--- config.mk ---
export PLATFORM = sky130hd
export DESIGN_NAME = mts_sequencer
export DESIGN_NICKNAME = d
export VERILOG_FILES = /design/src/rtl/mts_pkg.sv /design/src/rtl/mts_piece_plan.sv /design/src/rtl/mts_lane_steer.sv /design/src/rtl/mts_sequencer.sv
export SDC_FILE = /design/constraint.sdc
export NUM_CORES = 1
export LEC_CHECK = 0
export ABC_CLOCK_PERIOD_IN_PS = 5500
export CAP_MARGIN = 20
export CORE_UTILIZATION = 50
export DETAILED_ROUTE_END_ITERATION = 16
export PLACE_DENSITY = 0.81
export SLEW_MARGIN = 20
export SYNTH_ARGS = -nofsm -noshare
export SYNTH_HDL_FRONTEND = slang
export SYNTH_SLANG_ARGS = --single-unit
--- constraint.sdc ---
create_clock -name clk -period 5.5 [get_ports clk]
set_clock_uncertainty 0.1 [all_clocks]
set_input_delay 1.1 -clock clk [delete_from_list [all_inputs] [get_ports clk]]
set_output_delay 1.1 -clock clk [all_outputs]
set_load 0.02 [all_outputs]
--- src/rtl/mts_pkg.sv ---
`timescale 1ns/1ps
package mts_pkg;
  localparam int LANES  = 4;
  localparam int LANE_W = 8;
  localparam int DATA_W = LANES * LANE_W;
  localparam int OFF_W  = $clog2(LANES);
  localparam int CNT_W  = $clog2(LANES) + 1;

  typedef enum logic [1:0] {
    SZ_LONG = 2'b00,
    SZ_BYTE = 2'b01,
    SZ_WORD = 2'b10,
    SZ_RSVD = 2'b11
  } xfer_size_e;

  typedef enum logic {
    ST_IDLE = 1'b0,
    ST_RUN  = 1'b1
  } seq_state_e;

  function automatic logic [CNT_W-1:0] size_bytes(xfer_size_e s);
    case (s)
      SZ_BYTE: size_bytes = CNT_W'(1);
      SZ_WORD: size_bytes = CNT_W'(2);
      SZ_LONG: size_bytes = CNT_W'(LANES);
      default: size_bytes = '0;
    endcase
  endfunction
endpackage

--- src/rtl/mts_piece_plan.sv ---
`timescale 1ns/1ps
// Picks the next aligned piece from the current byte offset and the
// number of operand bytes still to move.
module mts_piece_plan
  import mts_pkg::*;
(
  input  logic [OFF_W-1:0] off,
  input  logic [CNT_W-1:0] left,
  output xfer_size_e       pc_size,
  output logic [CNT_W-1:0] pc_bytes
);
  logic full_long;
  logic word_fits;

  // whole long word only from lane 0
  assign full_long = (left == CNT_W'(LANES)) && (off == '0);
  // word from an even lane, or a lone 2-byte operand that starts on lane 1
  assign word_fits = (left >= CNT_W'(2)) &&
                     ((off[0] == 1'b0) ||
                      ((left == CNT_W'(2)) && (off == OFF_W'(1))));

  always_comb begin
    if (full_long)      pc_size = SZ_LONG;
    else if (word_fits) pc_size = SZ_WORD;
    else                pc_size = SZ_BYTE;
  end

  assign pc_bytes = size_bytes(pc_size);
endmodule

--- src/rtl/mts_lane_steer.sv ---
`timescale 1ns/1ps
// Maps operand bytes to big-endian bus lanes for one piece, both ways.
// Lane L of the piece holds register byte (left + off - 1 - L).
module mts_lane_steer
  import mts_pkg::*;
(
  input  logic [OFF_W-1:0]  off,
  input  logic [CNT_W-1:0]  left,
  input  logic [CNT_W-1:0]  pc_bytes,
  input  logic [DATA_W-1:0] wop,
  input  logic [DATA_W-1:0] rlanes,
  input  logic [DATA_W-1:0] acc,
  output logic [DATA_W-1:0] wlanes,
  output logic [DATA_W-1:0] acc_next
);
  localparam int SUM_W = CNT_W + 1;

  logic [LANES-1:0] act;
  logic [OFF_W-1:0] rb [LANES];
  logic [SUM_W-1:0] lo;
  logic [SUM_W-1:0] hi;

  assign lo = SUM_W'(off);
  assign hi = SUM_W'(off) + SUM_W'(pc_bytes);

  for (genvar L = 0; L < LANES; L++) begin : g_lane
    assign act[L] = (SUM_W'(L) >= lo) && (SUM_W'(L) < hi);
    assign rb[L]  = OFF_W'(left) + off - OFF_W'(1) - OFF_W'(L);
    assign wlanes[(LANES-1-L)*LANE_W +: LANE_W] =
      act[L] ? wop[rb[L]*LANE_W +: LANE_W] : '0;
  end

  always_comb begin
    acc_next = acc;
    for (int L = 0; L < LANES; L++) begin
      if (act[L]) acc_next[rb[L]*LANE_W +: LANE_W] = rlanes[(LANES-1-L)*LANE_W +: LANE_W];
    end
  end
endmodule

--- src/rtl/mts_sequencer.sv ---
`timescale 1ns/1ps
module mts_sequencer
  import mts_pkg::*;
#(
  parameter int ADDR_W = 32
) (
  input  logic              clk,
  input  logic              rst_n,
  input  logic              req_valid,
  input  logic              req_write,
  input  logic [1:0]        req_size,
  input  logic [ADDR_W-1:0] req_addr,
  input  logic [DATA_W-1:0] req_wdata,
  output logic              busy,
  output logic              done,
  output logic [DATA_W-1:0] rd_data,
  output logic              bus_valid,
  output logic              bus_write,
  output logic [ADDR_W-1:0] bus_addr,
  output logic [1:0]        bus_size,
  output logic [DATA_W-1:0] bus_wdata,
  input  logic              bus_ack,
  input  logic [DATA_W-1:0] bus_rdata
);
  seq_state_e        st_q, st_d;
  logic [ADDR_W-1:0] addr_q, addr_d;
  logic [CNT_W-1:0]  left_q, left_d;
  logic              wr_q, wr_d;
  logic [DATA_W-1:0] wop_q, wop_d;
  logic [DATA_W-1:0] acc_q, acc_d;
  logic              done_q;

  xfer_size_e        rq_size;
  xfer_size_e        pc_size;
  logic [CNT_W-1:0]  pc_bytes;
  logic [DATA_W-1:0] acc_merged;
  logic              accept;
  logic              step;
  logic              last;
  logic              dp_en;

  assign rq_size = xfer_size_e'(req_size);

  mts_piece_plan u_plan (
    .off      (addr_q[OFF_W-1:0]),
    .left     (left_q),
    .pc_size  (pc_size),
    .pc_bytes (pc_bytes)
  );

  mts_lane_steer u_steer (
    .off      (addr_q[OFF_W-1:0]),
    .left     (left_q),
    .pc_bytes (pc_bytes),
    .wop      (wop_q),
    .rlanes   (bus_rdata),
    .acc      (acc_q),
    .wlanes   (bus_wdata),
    .acc_next (acc_merged)
  );

  assign accept = (st_q == ST_IDLE) && req_valid && (rq_size != SZ_RSVD);
  assign step   = (st_q == ST_RUN) && bus_ack;
  assign last   = (left_q == pc_bytes);
  assign dp_en  = accept || step;

  // next state
  always_comb begin
    st_d   = st_q;
    addr_d = addr_q;
    left_d = left_q;
    wr_d   = wr_q;
    wop_d  = wop_q;
    acc_d  = acc_q;
    if (accept) begin
      st_d   = ST_RUN;
      addr_d = req_addr;
      left_d = size_bytes(rq_size);
      wr_d   = req_write;
      wop_d  = req_wdata;
      acc_d  = '0;
    end else if (step) begin
      addr_d = addr_q + ADDR_W'(pc_bytes);
      left_d = left_q - pc_bytes;
      if (!wr_q) acc_d = acc_merged;
      if (last) st_d = ST_IDLE;
    end
  end

  // registers
  always_ff @(posedge clk or negedge rst_n) begin
    if (!rst_n) begin
      st_q   <= ST_IDLE;
      done_q <= 1'b0;
    end else begin
      st_q   <= st_d;
      done_q <= step && last;
    end
  end

  always_ff @(posedge clk or negedge rst_n) begin
    if (!rst_n) begin
      addr_q <= '0;
      left_q <= '0;
      wr_q   <= 1'b0;
      wop_q  <= '0;
      acc_q  <= '0;
    end else if (dp_en) begin
      addr_q <= addr_d;
      left_q <= left_d;
      wr_q   <= wr_d;
      wop_q  <= wop_d;
      acc_q  <= acc_d;
    end
  end

  assign busy      = (st_q == ST_RUN);
  assign bus_valid = (st_q == ST_RUN);
  assign bus_write = wr_q;
  assign bus_addr  = addr_q;
  assign bus_size  = pc_size;
  assign done      = done_q;
  assign rd_data   = acc_q;

  // bus cycle held until acknowledged
  a_r9_hold_until_ack: assert property (@(posedge clk) disable iff (!rst_n)
    (bus_valid && !bus_ack) |=> (bus_valid && $stable(bus_addr) && $stable(bus_size) &&
                                 $stable(bus_wdata) && $stable(bus_write)));
  // a long-word piece only from lane 0
  a_r3_long_aligned: assert property (@(posedge clk) disable iff (!rst_n)
    (bus_valid && bus_size == SZ_LONG) |-> (bus_addr[OFF_W-1:0] == '0));
  // a word piece never starts on the last lane
  a_r5_word_in_long: assert property (@(posedge clk) disable iff (!rst_n)
    (bus_valid && bus_size == SZ_WORD) |-> (bus_addr[OFF_W-1:0] != OFF_W'(LANES-1)));
  // reserved code never reaches the bus
  a_r2_no_reserved: assert property (@(posedge clk) disable iff (!rst_n)
    bus_valid |-> (bus_size != SZ_RSVD));
  // completion is a single-cycle pulse after an acknowledge
  a_r10_done_pulse: assert property (@(posedge clk) disable iff (!rst_n)
    done |=> !done);
  a_r10_done_after_ack: assert property (@(posedge clk) disable iff (!rst_n)
    done |-> ($past(bus_valid && bus_ack) && !busy));
endmodule

==> key figures <==
CTS
  – Number of buffers on the longest clock path: 2
  – Clk_lat worst skew: 360 ps
  – Root cell of the clock tree: sky130_fd_sc_hd__clkbuf_16
  – TritonCTS clock tree: yes
  – Clock buffers created by TritonCTS: 9
  – CTS Sinks: 102
  – Clock-pin slew on the worst setup and hold paths: 70 ps
  – H-Tree Level Count: 3

Synth
  – Fraction of the mapped netlist area in compound gates: 0.211
  – Area share of the leading cell type in the synthesized netlist: 0.319
  – Yosys warning total: 0
  – Yosys reg bits: 102
  – Yosys top cell by area: sky130_fd_sc_hd__dfrtp_1
  – Main combinational cell family by area after synthesis: simple AND/OR/NAND/NOR gates
  – Share of cell area taken by muxes after synthesis: 0.111
  – Post-Synthesis Mean Instance Area: 8.58 um^2
  – Top area cells in the synthesized netlist: sky130_fd_sc_hd__dfrtp_1 32%, sky130_fd_sc_hd__mux4_2 9.0%, sky130_fd_sc_hd__nand2_1 6.8%
  – Top_reg_cell synth: sky130_fd_sc_hd__dfrtp_1
  – Share of flip-flops with an asynchronous set or reset after synthesis: 1.00
  – Number of flops mapped to enable cells by yosys: 0
  – Post-Synth Simple-Gate Area: 0.271
  – Sequential share of the synthesized area: 0.319
  – Cell area after synthesis: 0.00801 mm^2
  – Area share of fa/ha/maj cells after synthesis: 0.0253
  – Syn_nets: 1,052
  – Fraction of synthesized cell area in xor and xnor cells: 0.0164
  – Synth cell types: 64
  – Synthesized instance count: 934

Setup path
  – Data required time at the worst endpoint: 4300 ps
  – Nature of the critical path endpoint: primary output
  – Kind of critical path: flop to primary output
  – Crit path arrival time: 4000 ps
  – Type of origin of the critical path: flop
  – Maximum net fanout on the critical path: 17

Place
  – Final weighted congestion in routability-driven placement: 0.985
  – Dpl hpwl: 20,700 um
  – Placed standard-cell area: 0.0102 mm^2
  – Port buffer count: 204

Layout
  – Final instance area: 0.0106 mm^2
  – Area of the multi-input gates: 0.00512 mm^2
  – Leading cell type in the layout, fill and taps excluded: sky130_fd_sc_hd__clkdlybuf4s50_1
  – Share of cells above drive strength 1: 0.0911
  – Antenna cell count: 0
  – Final net count: 1,222
  – Commonest cells after routing, fill and taps aside: 203 x sky130_fd_sc_hd__clkdlybuf4s50_1, 145 x sky130_fd_sc_hd__nand2_1, 102 x sky130_fd_sc_hd__dfrtp_1, 75 x sky130_fd_sc_hd__o21ai_0, 60 x sky130_fd_sc_hd__a21oi_1
  – Fillers: 1,253
  – Share of the core filled with cells in the final layout: 0.685
  – Area growth from synthesis to layout: 31.8%
  – Register area: 0.00255 mm^2

Floorplan
  – Floorplan row count: 45
  – Full die area: 0.0165 mm^2
  – Die X: 129 um
  – Chip Height: 129 um
  – Core box area: 0.0154 mm^2
  – Number of top-level pins: 205
  – Starting utilization of the core area: 0.519

Routing
  – Pre-antenna DRT Iters: 5
  – Via total after detailed routing: 8,624
  – Routed length per placed instance: 21.8 um
  – Residual antenna-violating net count after detailed routing: 0
  – DRC Markers: 0
  – Number of design-rule violations left by the first detailed-router iteration: 990
  – Vias per Instance: 6.53
  – Post-Route WL: 28,700 um

Global route
  – Via count of the first global-routing pass: 7,876
  – Pin count of the biggest net entering global routing: 69
  – Grt ovf: 0
  – First-pass GRT wire length: 44,500 um
  – Aggregate global-route resource usage: 0.354
  – Initial antenna violation count: 0

Run status
  – Status: complete, no violations

STA
  – Final-report setup violation count: 0
  – Max-slew violation total from the final report: 0
  – Tmin final: 5200 ps
  – Worst Tran Pin Value: 1170 ps
  – Final Hold Viols: 0
  – Achievable clock frequency: 192 MHz
  – Portion of the clock cycle consumed by the worst path in the final layout: 0.945
  – Rel. slew slack: 0.215
  – Total Neg Setup Slack: 0 ps
  – Unrepaired setup endpoints after global routing: no

Run
  – Max-Cap Viols: 0

Hold path
  – Worst hold-check path type: flop to flop
cells in the mapped netlist (all sizes together), types with 5 or more instances:
library cell and instances:
nand2 146, dfrtp 102, o21ai 77, a21oi 62
clkbuf 46, nor2 44, nor2b 34, mux4 32
buf 24, nand2b 23, inv 22, a31oi 18
and4 17, mux2i 17, nor3 17, a22oi 16
nand4 16, xnor2 15, and3 14, nor4 14
a211oi 13, and2 13, ha 13, nand3 11
o211ai 11, or3 9, a221oi 8, a311oi 8
a31o 8, a32oi 8, a41oi 8, and4b 8
nor4bb 8, nor3b 5
sequential cells by signal (all words and copies together) (netlist names):
name and count:
bus_addr 32, bus_valid 1, rd_data 32, done 1, bus_write 1, wop_q 32, left_q 3
worst max-delay path: stages (launching register included):
cell	delay, ps
sky130_fd_sc_hd__dfrtp_1	410
sky130_fd_sc_hd__buf_4	220
sky130_fd_sc_hd__nor2_2	100
sky130_fd_sc_hd__buf_4	220
sky130_fd_sc_hd__nand2_1	210
sky130_fd_sc_hd__nand2b_1	210
sky130_fd_sc_hd__fa_1	520
sky130_fd_sc_hd__and2_1	270
sky130_fd_sc_hd__and2_1	240
sky130_fd_sc_hd__or3_4	470
sky130_fd_sc_hd__nor2b_1	150
sky130_fd_sc_hd__clkdlybuf4s50_1	610
logic make-up (layout without fill, tap and decap cells):
group           count (synthesis)  in the layout
simple gates                  399            399
compound gates                261            261
flops                         102            102
buf+inv                        93            268
mux                            49             49
fa+ha+maj                      15             15
xor+xnor                       15             15
area by class of cell:
class,count,share of cell area
well taps,211,0.0250
repair buffers,229,0.211
clock buffers,10,0.0217
multi-input cells,739,0.485
flip-flops and latches,102,0.242
clock inverters,6,0.00711
inverters,23,0.00818
repair_timing:
action                     in CTS  in global routing
gates resized for setup         0                  1
setup endpoints to repair       0                  6
buffers inserted                0                  0
hold buffers                    0                  0
layer usage:
metal | GRT usage | vias up | wire, um | share of wire
met2 | 0.534 | 545 | 12900 | 0.45
met3 | 0.100 | 70 | 3280 | 0.11
li1 | - | 3849 | - | -
met5 | 0 | - | 0 | 0
met4 | 0.116 | 0 | 845 | 0.029
met1 | 0.490 | 4160 | 11700 | 0.41
final timing paths:
check	start	endpoint	slack, ps	depth (start not counted)
setup / recovery	bus_addr[1]	bus_wdata[21]	300	11
hold / removal	wop_q[12]	wop_q[12]	450	2
setup reg to reg	bus_addr[0]	rd_data[4]	1300	9
hold reg to reg	wop_q[12]	wop_q[12]	450	2
max in group asynchronous	rst_n	wop_q[0]	3500	2
min in group asynchronous	rst_n	bus_addr[18]	770	1
stage by stage:
stage          hold slack [ps]  std cells  worst slack, ps
6_report                   447       1320              302
3_3_place_gp               417       1303              720
2_1_floorplan              391        934              189
4_1_cts                    447       1319              213
5_1_grt                    470       1320              111
3_5_place_dp               429       1303              638
Power is not shown: default switching activity piles up to over one toggle a cycle in this logic, so the estimate is an artifact.
